File: config.mk
export PLATFORM = sky130hd
export DESIGN_NAME = operand_addr_unit
export DESIGN_NICKNAME = d
export VERILOG_FILES = /design/src/rtl/oau_pkg.sv /design/src/rtl/oau_decode.sv /design/src/rtl/oau_ea_calc.sv /design/src/rtl/oau_seq.sv /design/src/rtl/operand_addr_unit.sv
export SDC_FILE = /design/constraint.sdc
export NUM_CORES = 1
export LEC_CHECK = 0
export BUFFER_PORTS_ARGS = -buffer_cell sky130_fd_sc_hd__buf_2
export CAP_MARGIN = 20
export CORE_MARGIN = 2
export CORE_UTILIZATION = 32
export DETAILED_ROUTE_END_ITERATION = 8
export GPL_TIMING_DRIVEN = 1
export PLACE_DENSITY_LB_ADDON = 0.25
export SYNTH_ARGS = -nofsm -noshare
export SYNTH_HDL_FRONTEND = slang
export SYNTH_HIERARCHICAL = 1
export SYNTH_SLANG_ARGS = --single-unit
File: constraint.sdc
create_clock -name clk_i -period 4 [get_ports clk_i]
set_input_delay 0.8 -clock clk_i [delete_from_list [all_inputs] [get_ports clk_i]]
set_output_delay 0.8 -clock clk_i [all_outputs]
set_load 0.1 [all_outputs]
File: src/rtl/oau_pkg.sv
package oau_pkg;
  localparam logic [3:0] MODE_IMPL  = 4'd0;
  localparam logic [3:0] MODE_IMM   = 4'd1;
  localparam logic [3:0] MODE_DIR   = 4'd2;
  localparam logic [3:0] MODE_IND   = 4'd3;
  localparam logic [3:0] MODE_REG   = 4'd4;
  localparam logic [3:0] MODE_RIND  = 4'd5;
  localparam logic [3:0] MODE_AINC  = 4'd6;
  localparam logic [3:0] MODE_ADEC  = 4'd7;
  localparam logic [3:0] MODE_IDX   = 4'd8;
  localparam logic [3:0] MODE_BASE  = 4'd9;
  localparam logic [3:0] MODE_PCREL = 4'd10;

  typedef enum logic [2:0] {
    ST_IDLE,
    ST_EVAL,
    ST_PTR,
    ST_OPND,
    ST_DONE
  } oau_state_e;

  typedef struct packed {
    logic illegal;
    logic from_acc;
    logic from_field;
    logic from_reg;
    logic ptr_read;
    logic opnd_read;
    logic wb_en;
  } oau_ctl_t;
endpackage

File: src/rtl/oau_decode.sv
module oau_decode
  import oau_pkg::*;
(
  input  logic [3:0] mode_i,
  output oau_ctl_t   ctl_o
);
  always_comb begin
    ctl_o = '0;
    unique case (mode_i)
      MODE_IMPL:  ctl_o.from_acc   = 1'b1;
      MODE_IMM:   ctl_o.from_field = 1'b1;
      MODE_REG:   ctl_o.from_reg   = 1'b1;
      MODE_IND:   ctl_o.ptr_read   = 1'b1;
      MODE_DIR, MODE_RIND, MODE_IDX, MODE_BASE, MODE_PCREL:
                  ctl_o.opnd_read  = 1'b1;
      MODE_AINC, MODE_ADEC: begin
        ctl_o.opnd_read = 1'b1;
        ctl_o.wb_en     = 1'b1;
      end
      default:    ctl_o.illegal    = 1'b1;
    endcase
  end
endmodule

File: src/rtl/oau_ea_calc.sv
module oau_ea_calc
  import oau_pkg::*;
#(
  parameter int XW         = 16,
  parameter int FW         = 10,
  parameter int STEP       = 2,
  parameter int INSN_BYTES = 2
) (
  input  logic [3:0]    mode_i,
  input  logic [FW-1:0] field_i,
  input  logic [XW-1:0] reg_val_i,
  input  logic [XW-1:0] pc_i,
  output logic [XW-1:0] field_z_o,
  output logic [XW-1:0] ea_o,
  output logic [XW-1:0] wb_val_o
);
  localparam logic [XW-1:0] STEP_V = XW'(STEP);
  localparam logic [XW-1:0] INSN_V = XW'(INSN_BYTES);

  logic [XW-1:0] field_s;
  logic [XW-1:0] dec_ptr;
  logic [XW-1:0] inc_ptr;

  generate
    if (FW < XW) begin : g_ext
      assign field_z_o = {{(XW-FW){1'b0}}, field_i};
      assign field_s   = {{(XW-FW){field_i[FW-1]}}, field_i};
    end else begin : g_trunc
      assign field_z_o = field_i[XW-1:0];
      assign field_s   = field_i[XW-1:0];
    end
  endgenerate

  assign dec_ptr = reg_val_i - STEP_V;
  assign inc_ptr = reg_val_i + STEP_V;

  always_comb begin
    unique case (mode_i)
      MODE_DIR, MODE_IND:    ea_o = field_z_o;
      MODE_RIND, MODE_AINC:  ea_o = reg_val_i;
      MODE_ADEC:             ea_o = dec_ptr;
      MODE_IDX, MODE_BASE:   ea_o = field_s + reg_val_i;
      MODE_PCREL:            ea_o = pc_i + INSN_V + field_s;
      default:               ea_o = '0;
    endcase
  end

  assign wb_val_o = (mode_i == MODE_ADEC) ? dec_ptr : inc_ptr;
endmodule

File: src/rtl/oau_seq.sv
module oau_seq
  import oau_pkg::*;
(
  input  logic       clk_i,
  input  logic       rst_ni,
  input  logic       req_valid_i,
  input  oau_ctl_t   ctl_i,
  input  logic       mem_ready_i,
  output oau_state_e state_o
);
  oau_state_e state_d;

  always_comb begin
    state_d = state_o;
    unique case (state_o)
      ST_IDLE: if (req_valid_i) state_d = ST_EVAL;
      ST_EVAL: begin
        if (ctl_i.ptr_read)       state_d = ST_PTR;
        else if (ctl_i.opnd_read) state_d = ST_OPND;
        else                      state_d = ST_DONE;
      end
      ST_PTR:  if (mem_ready_i) state_d = ST_OPND;
      ST_OPND: if (mem_ready_i) state_d = ST_DONE;
      ST_DONE: state_d = ST_IDLE;
      default: state_d = ST_IDLE;
    endcase
  end

  always_ff @(posedge clk_i or negedge rst_ni) begin
    if (!rst_ni) state_o <= ST_IDLE;
    else         state_o <= state_d;
  end
endmodule

File: src/rtl/operand_addr_unit.sv
module operand_addr_unit
  import oau_pkg::*;
#(
  parameter int XW         = 16,
  parameter int FW         = 10,
  parameter int RW         = 3,
  parameter int STEP       = 2,
  parameter int INSN_BYTES = 2
) (
  input  logic          clk_i,
  input  logic          rst_ni,
  input  logic          req_valid_i,
  output logic          req_ready_o,
  input  logic [3:0]    req_mode_i,
  input  logic [FW-1:0] req_field_i,
  input  logic [RW-1:0] req_reg_i,
  input  logic [XW-1:0] req_pc_i,
  input  logic [XW-1:0] acc_i,
  output logic [RW-1:0] rf_raddr_o,
  input  logic [XW-1:0] rf_rdata_i,
  output logic          rf_we_o,
  output logic [RW-1:0] rf_waddr_o,
  output logic [XW-1:0] rf_wdata_o,
  output logic          mem_valid_o,
  output logic [XW-1:0] mem_addr_o,
  input  logic          mem_ready_i,
  input  logic [XW-1:0] mem_rdata_i,
  output logic          done_o,
  output logic          illegal_o,
  output logic [XW-1:0] ea_o,
  output logic [XW-1:0] operand_o
);
  oau_state_e    state_q;
  oau_ctl_t      ctl;
  logic          accept;
  logic [3:0]    mode_q;
  logic [FW-1:0] field_q;
  logic [RW-1:0] reg_q;
  logic [XW-1:0] pc_q, acc_q;
  logic [XW-1:0] ea_q, opnd_q, wdata_q;
  logic          ill_q, we_q;
  logic [XW-1:0] field_z, ea_calc, wb_val;

  assign accept = req_valid_i && (state_q == ST_IDLE);

  oau_decode u_dec (
    .mode_i (mode_q),
    .ctl_o  (ctl)
  );

  oau_ea_calc #(
    .XW(XW), .FW(FW), .STEP(STEP), .INSN_BYTES(INSN_BYTES)
  ) u_ea (
    .mode_i    (mode_q),
    .field_i   (field_q),
    .reg_val_i (rf_rdata_i),
    .pc_i      (pc_q),
    .field_z_o (field_z),
    .ea_o      (ea_calc),
    .wb_val_o  (wb_val)
  );

  oau_seq u_seq (
    .clk_i       (clk_i),
    .rst_ni      (rst_ni),
    .req_valid_i (req_valid_i),
    .ctl_i       (ctl),
    .mem_ready_i (mem_ready_i),
    .state_o     (state_q)
  );

  always_ff @(posedge clk_i or negedge rst_ni) begin
    if (!rst_ni) begin
      mode_q  <= '0;
      field_q <= '0;
      reg_q   <= '0;
      pc_q    <= '0;
      acc_q   <= '0;
      ea_q    <= '0;
      opnd_q  <= '0;
      wdata_q <= '0;
      ill_q   <= 1'b0;
      we_q    <= 1'b0;
    end else begin
      unique case (state_q)
        ST_IDLE: if (accept) begin
          mode_q  <= req_mode_i;
          field_q <= req_field_i;
          reg_q   <= req_reg_i;
          pc_q    <= req_pc_i;
          acc_q   <= acc_i;
          ill_q   <= 1'b0;
          we_q    <= 1'b0;
        end
        ST_EVAL: begin
          ill_q   <= ctl.illegal;
          we_q    <= ctl.wb_en;
          wdata_q <= wb_val;
          if (ctl.ptr_read || ctl.opnd_read) ea_q <= ea_calc;
          else                               ea_q <= '0;
          if (ctl.from_acc)        opnd_q <= acc_q;
          else if (ctl.from_field) opnd_q <= field_z;
          else if (ctl.from_reg)   opnd_q <= rf_rdata_i;
          else                     opnd_q <= '0;
        end
        // pointer word becomes the effective address
        ST_PTR:  if (mem_ready_i) ea_q <= mem_rdata_i;
        ST_OPND: if (mem_ready_i) opnd_q <= mem_rdata_i;
        default: ;
      endcase
    end
  end

  assign req_ready_o = (state_q == ST_IDLE);
  assign done_o      = (state_q == ST_DONE);
  assign illegal_o   = done_o && ill_q;
  assign rf_we_o     = done_o && we_q;
  assign rf_waddr_o  = reg_q;
  assign rf_wdata_o  = wdata_q;
  assign rf_raddr_o  = reg_q;
  assign mem_valid_o = (state_q == ST_PTR) || (state_q == ST_OPND);
  assign mem_addr_o  = ea_q;
  assign ea_o        = ea_q;
  assign operand_o   = opnd_q;
endmodule

==> run summary <==
synth top area cells: dfrtp_1 32%, mux2_2 12%, ha_1 7.3%
Worst Tran Pin Value: 1040 ps
Synth Warn #: 6
total CTS buffers: 9
Wirelength per Cell: 19.8 um
Reg clk slew, reported paths: 80 ps
# diodes: 0
critical path type: reg -> reg
DIE HEIGHT: 161 um
WP data required: 4250 ps
crit path time final: 3480 ps
vias in the first global route: 6471
cts repair resizes: 0
clock tree buffer depth: 2
post-route design area: 9070 um^2
CTS tree: built
Post-synth top cells: 102 x dfrtp_1, 81 x mux2_2, 64 x a21oi_1, 57 x nand2_1, 46 x ha_1
Post-DP HPWL: 19.0 mm
max cap viols: 0
Critical Path Source Type: flop
Setup Fix Bufs, Post-CTS: 0
initial core utilization: 32.5%
most frequent cell after synthesis: dfrtp_1
global-route wire length before repair: 38.9 mm
post-synthesis register bit count: 102
worst skew pair latency: 360 ps
DP Area: 8750 um^2
Slew Limit Fails: 0
Main synth FF type: dfrtp_1
Synth cell types: 70
Tcrit/Tclk final: 87.1%
PortBufs: 159
EDFF count, synth: 0
die width: 161 um
final hold vios: 0
H-tree Lvls: 3
DR vias: 6687
leading area contributor after synthesis: dfrtp_1
worst r2r src: field_q[1]
hold buffer count at CTS: 0
crit-path max FO: 6
final antenna-violating net count: 0
uppermost layer routed: met4
Nets: 1071
R2R cell count: 14
GR Util All Layers: 19.5%
DRC: 0
crit end category: flop
metal1 wirelength: 11.7 mm
largest net degree at the start of global routing: 70
clk_skew: 8.36 ps
Top Ports: 160
WL met2: 11.7 mm
sequential area share after synthesis: 32.4%
CTS root buffer: clkbuf_16
Reg2Reg Capture Point: ea_o[15]
Post-synth ARST share: 100%
synthesized area per cell: 9.48 um^2
WL final: 25.1 mm
TNS Setup: 0 ps
Netlist Area Pre-Place: 7890 um^2
DR WL met3: 1.13 mm
Area Growth Syn to Fin: 15.0%
Die ar.: 25900 um^2
Non-Filler Instances: 1266
FMAX: 0.287 GHz
setup violators final: 0
antenna violations before repair: 0
Data arrival, critical path: 3730 ps
Rows: 57
DRT iter0 DRCs: 398
Clock Sinks: 102
Hold Path Class: in -> async
Mapped Cells: 832
status: complete, no violations
core area: 24200 um^2
GPL Wtd Cong: 0.931
GRT overflow: 0
vias per cell: 5.28
Slew HR: 30.9%
reg2reg setup slack: 520 ps
RSZ-0062 raised after global routing: no
share of the synthesized area in the top cell type: 32.4%
layout cells sized above 1: 31.1%
Final Core Density: 37.4%
Initial DRT Pass Iterations: 5
dpl cells: 1251
## worst max-delay path: stages, from the launching register on
cell and delay [ps]:
dfrtp_1 480, inv_1 90, ha_1 290, inv_1 40
ha_1 220, fa_1 460, a21oi_1 300, o211a_1 220
o31ai_1 110, a311oi_1 350, xnor2_1 160, o211ai_1 150
o21ai_0 130, mux2i_1 90, mux2_2 290
## worst max-delay path by stage
stage / from / endpoint / slack (ps) / cells past startpoint
5_1_grt: field_q[1] / ea_o[15] / 320 / 14
4_1_cts: field_q[1] / ea_o[15] / 540 / 14
3_3_place_gp: rf_rdata_i[0] / ea_o[12] / 540 / 12
2_1_floorplan: u_seq/state_o[1] / rf_raddr_o[0] / 300 / 5
3_5_place_dp: rf_rdata_i[0] / ea_o[12] / 490 / 12
6_report: field_q[1] / ea_o[15] / 520 / 14
## metrics by stage
stage               worst slack [ps]  hold WS, ps
floorplan                        305          481
CTS                              537          414
finish                           515          400
global placement                 535          486
global route                     324          439
detailed placement               495          491
## cells in the final DEF, fill, tap and decap left out, drive strengths merged, types with 4 or more instances in the layout
cell type	n
nand3	8
nand3b	18
and3	7
conb	6
xor2	16
o21ai	41
o31ai	7
nor3b	5
o211ai	6
a221oi	6
buf	176
o21bai	7
xnor2	27
a31oi	21
a21oi	65
nor4	4
inv	33
nand2	57
a22oi	8
a211o	17
nor2b	24
dfrtp	102
and2	11
clkbuf	10
nand4	7
o21a	4
nor3	17
o22ai	4
mux2i	20
ha	46
a21o	14
nand2b	6
nor2	22
mux2	82
## cells by family after synthesis
family                   count (synthesis)  synth area share [%]
flip-flops                             102                  32.4
adder cells (fa/ha/maj)                 48                  7.81
buffers and inverters                  117                  8.23
XOR/XNOR                                43                  4.78
multiplexers                           102                  14.3
other                                    1                0.0476
AND/OR/NAND/NOR                        201                  14.5
AO/OA/AOI/OAI                          218                  18.0
## registers in the layout, summed over array words and instances, names as in the netlist
register       count
acc_q             16
ea_o              16
operand_o         16
pc_q              16
rf_wdata_o        16
field_q           10
mode_q             4
rf_raddr_o         3
u_seq/state_o      3
ill_q              1
we_q               1
## cell type report
cell class | instances | area, um^2
sequential | 102 | 2550
tap | 324 | 405
multi-input combinational | 618 | 4740
fill | 2569 | 15200
timing repair buffer | 176 | 938
clock inverter | 5 | 82.6
inverter | 31 | 116
clock buffer | 10 | 229
## metal layers
metal | vias to the layer above | global-route usage (%)
met2 | 176 | 31.2
met5 | - | 0
met1 | 3293 | 27.7
met4 | 0 | 5.56
met3 | 30 | 2.75
li1 | 3188 | -
Power is not shown: default switching activity piles up to over one toggle a cycle in this logic, so the estimate is an artifact.
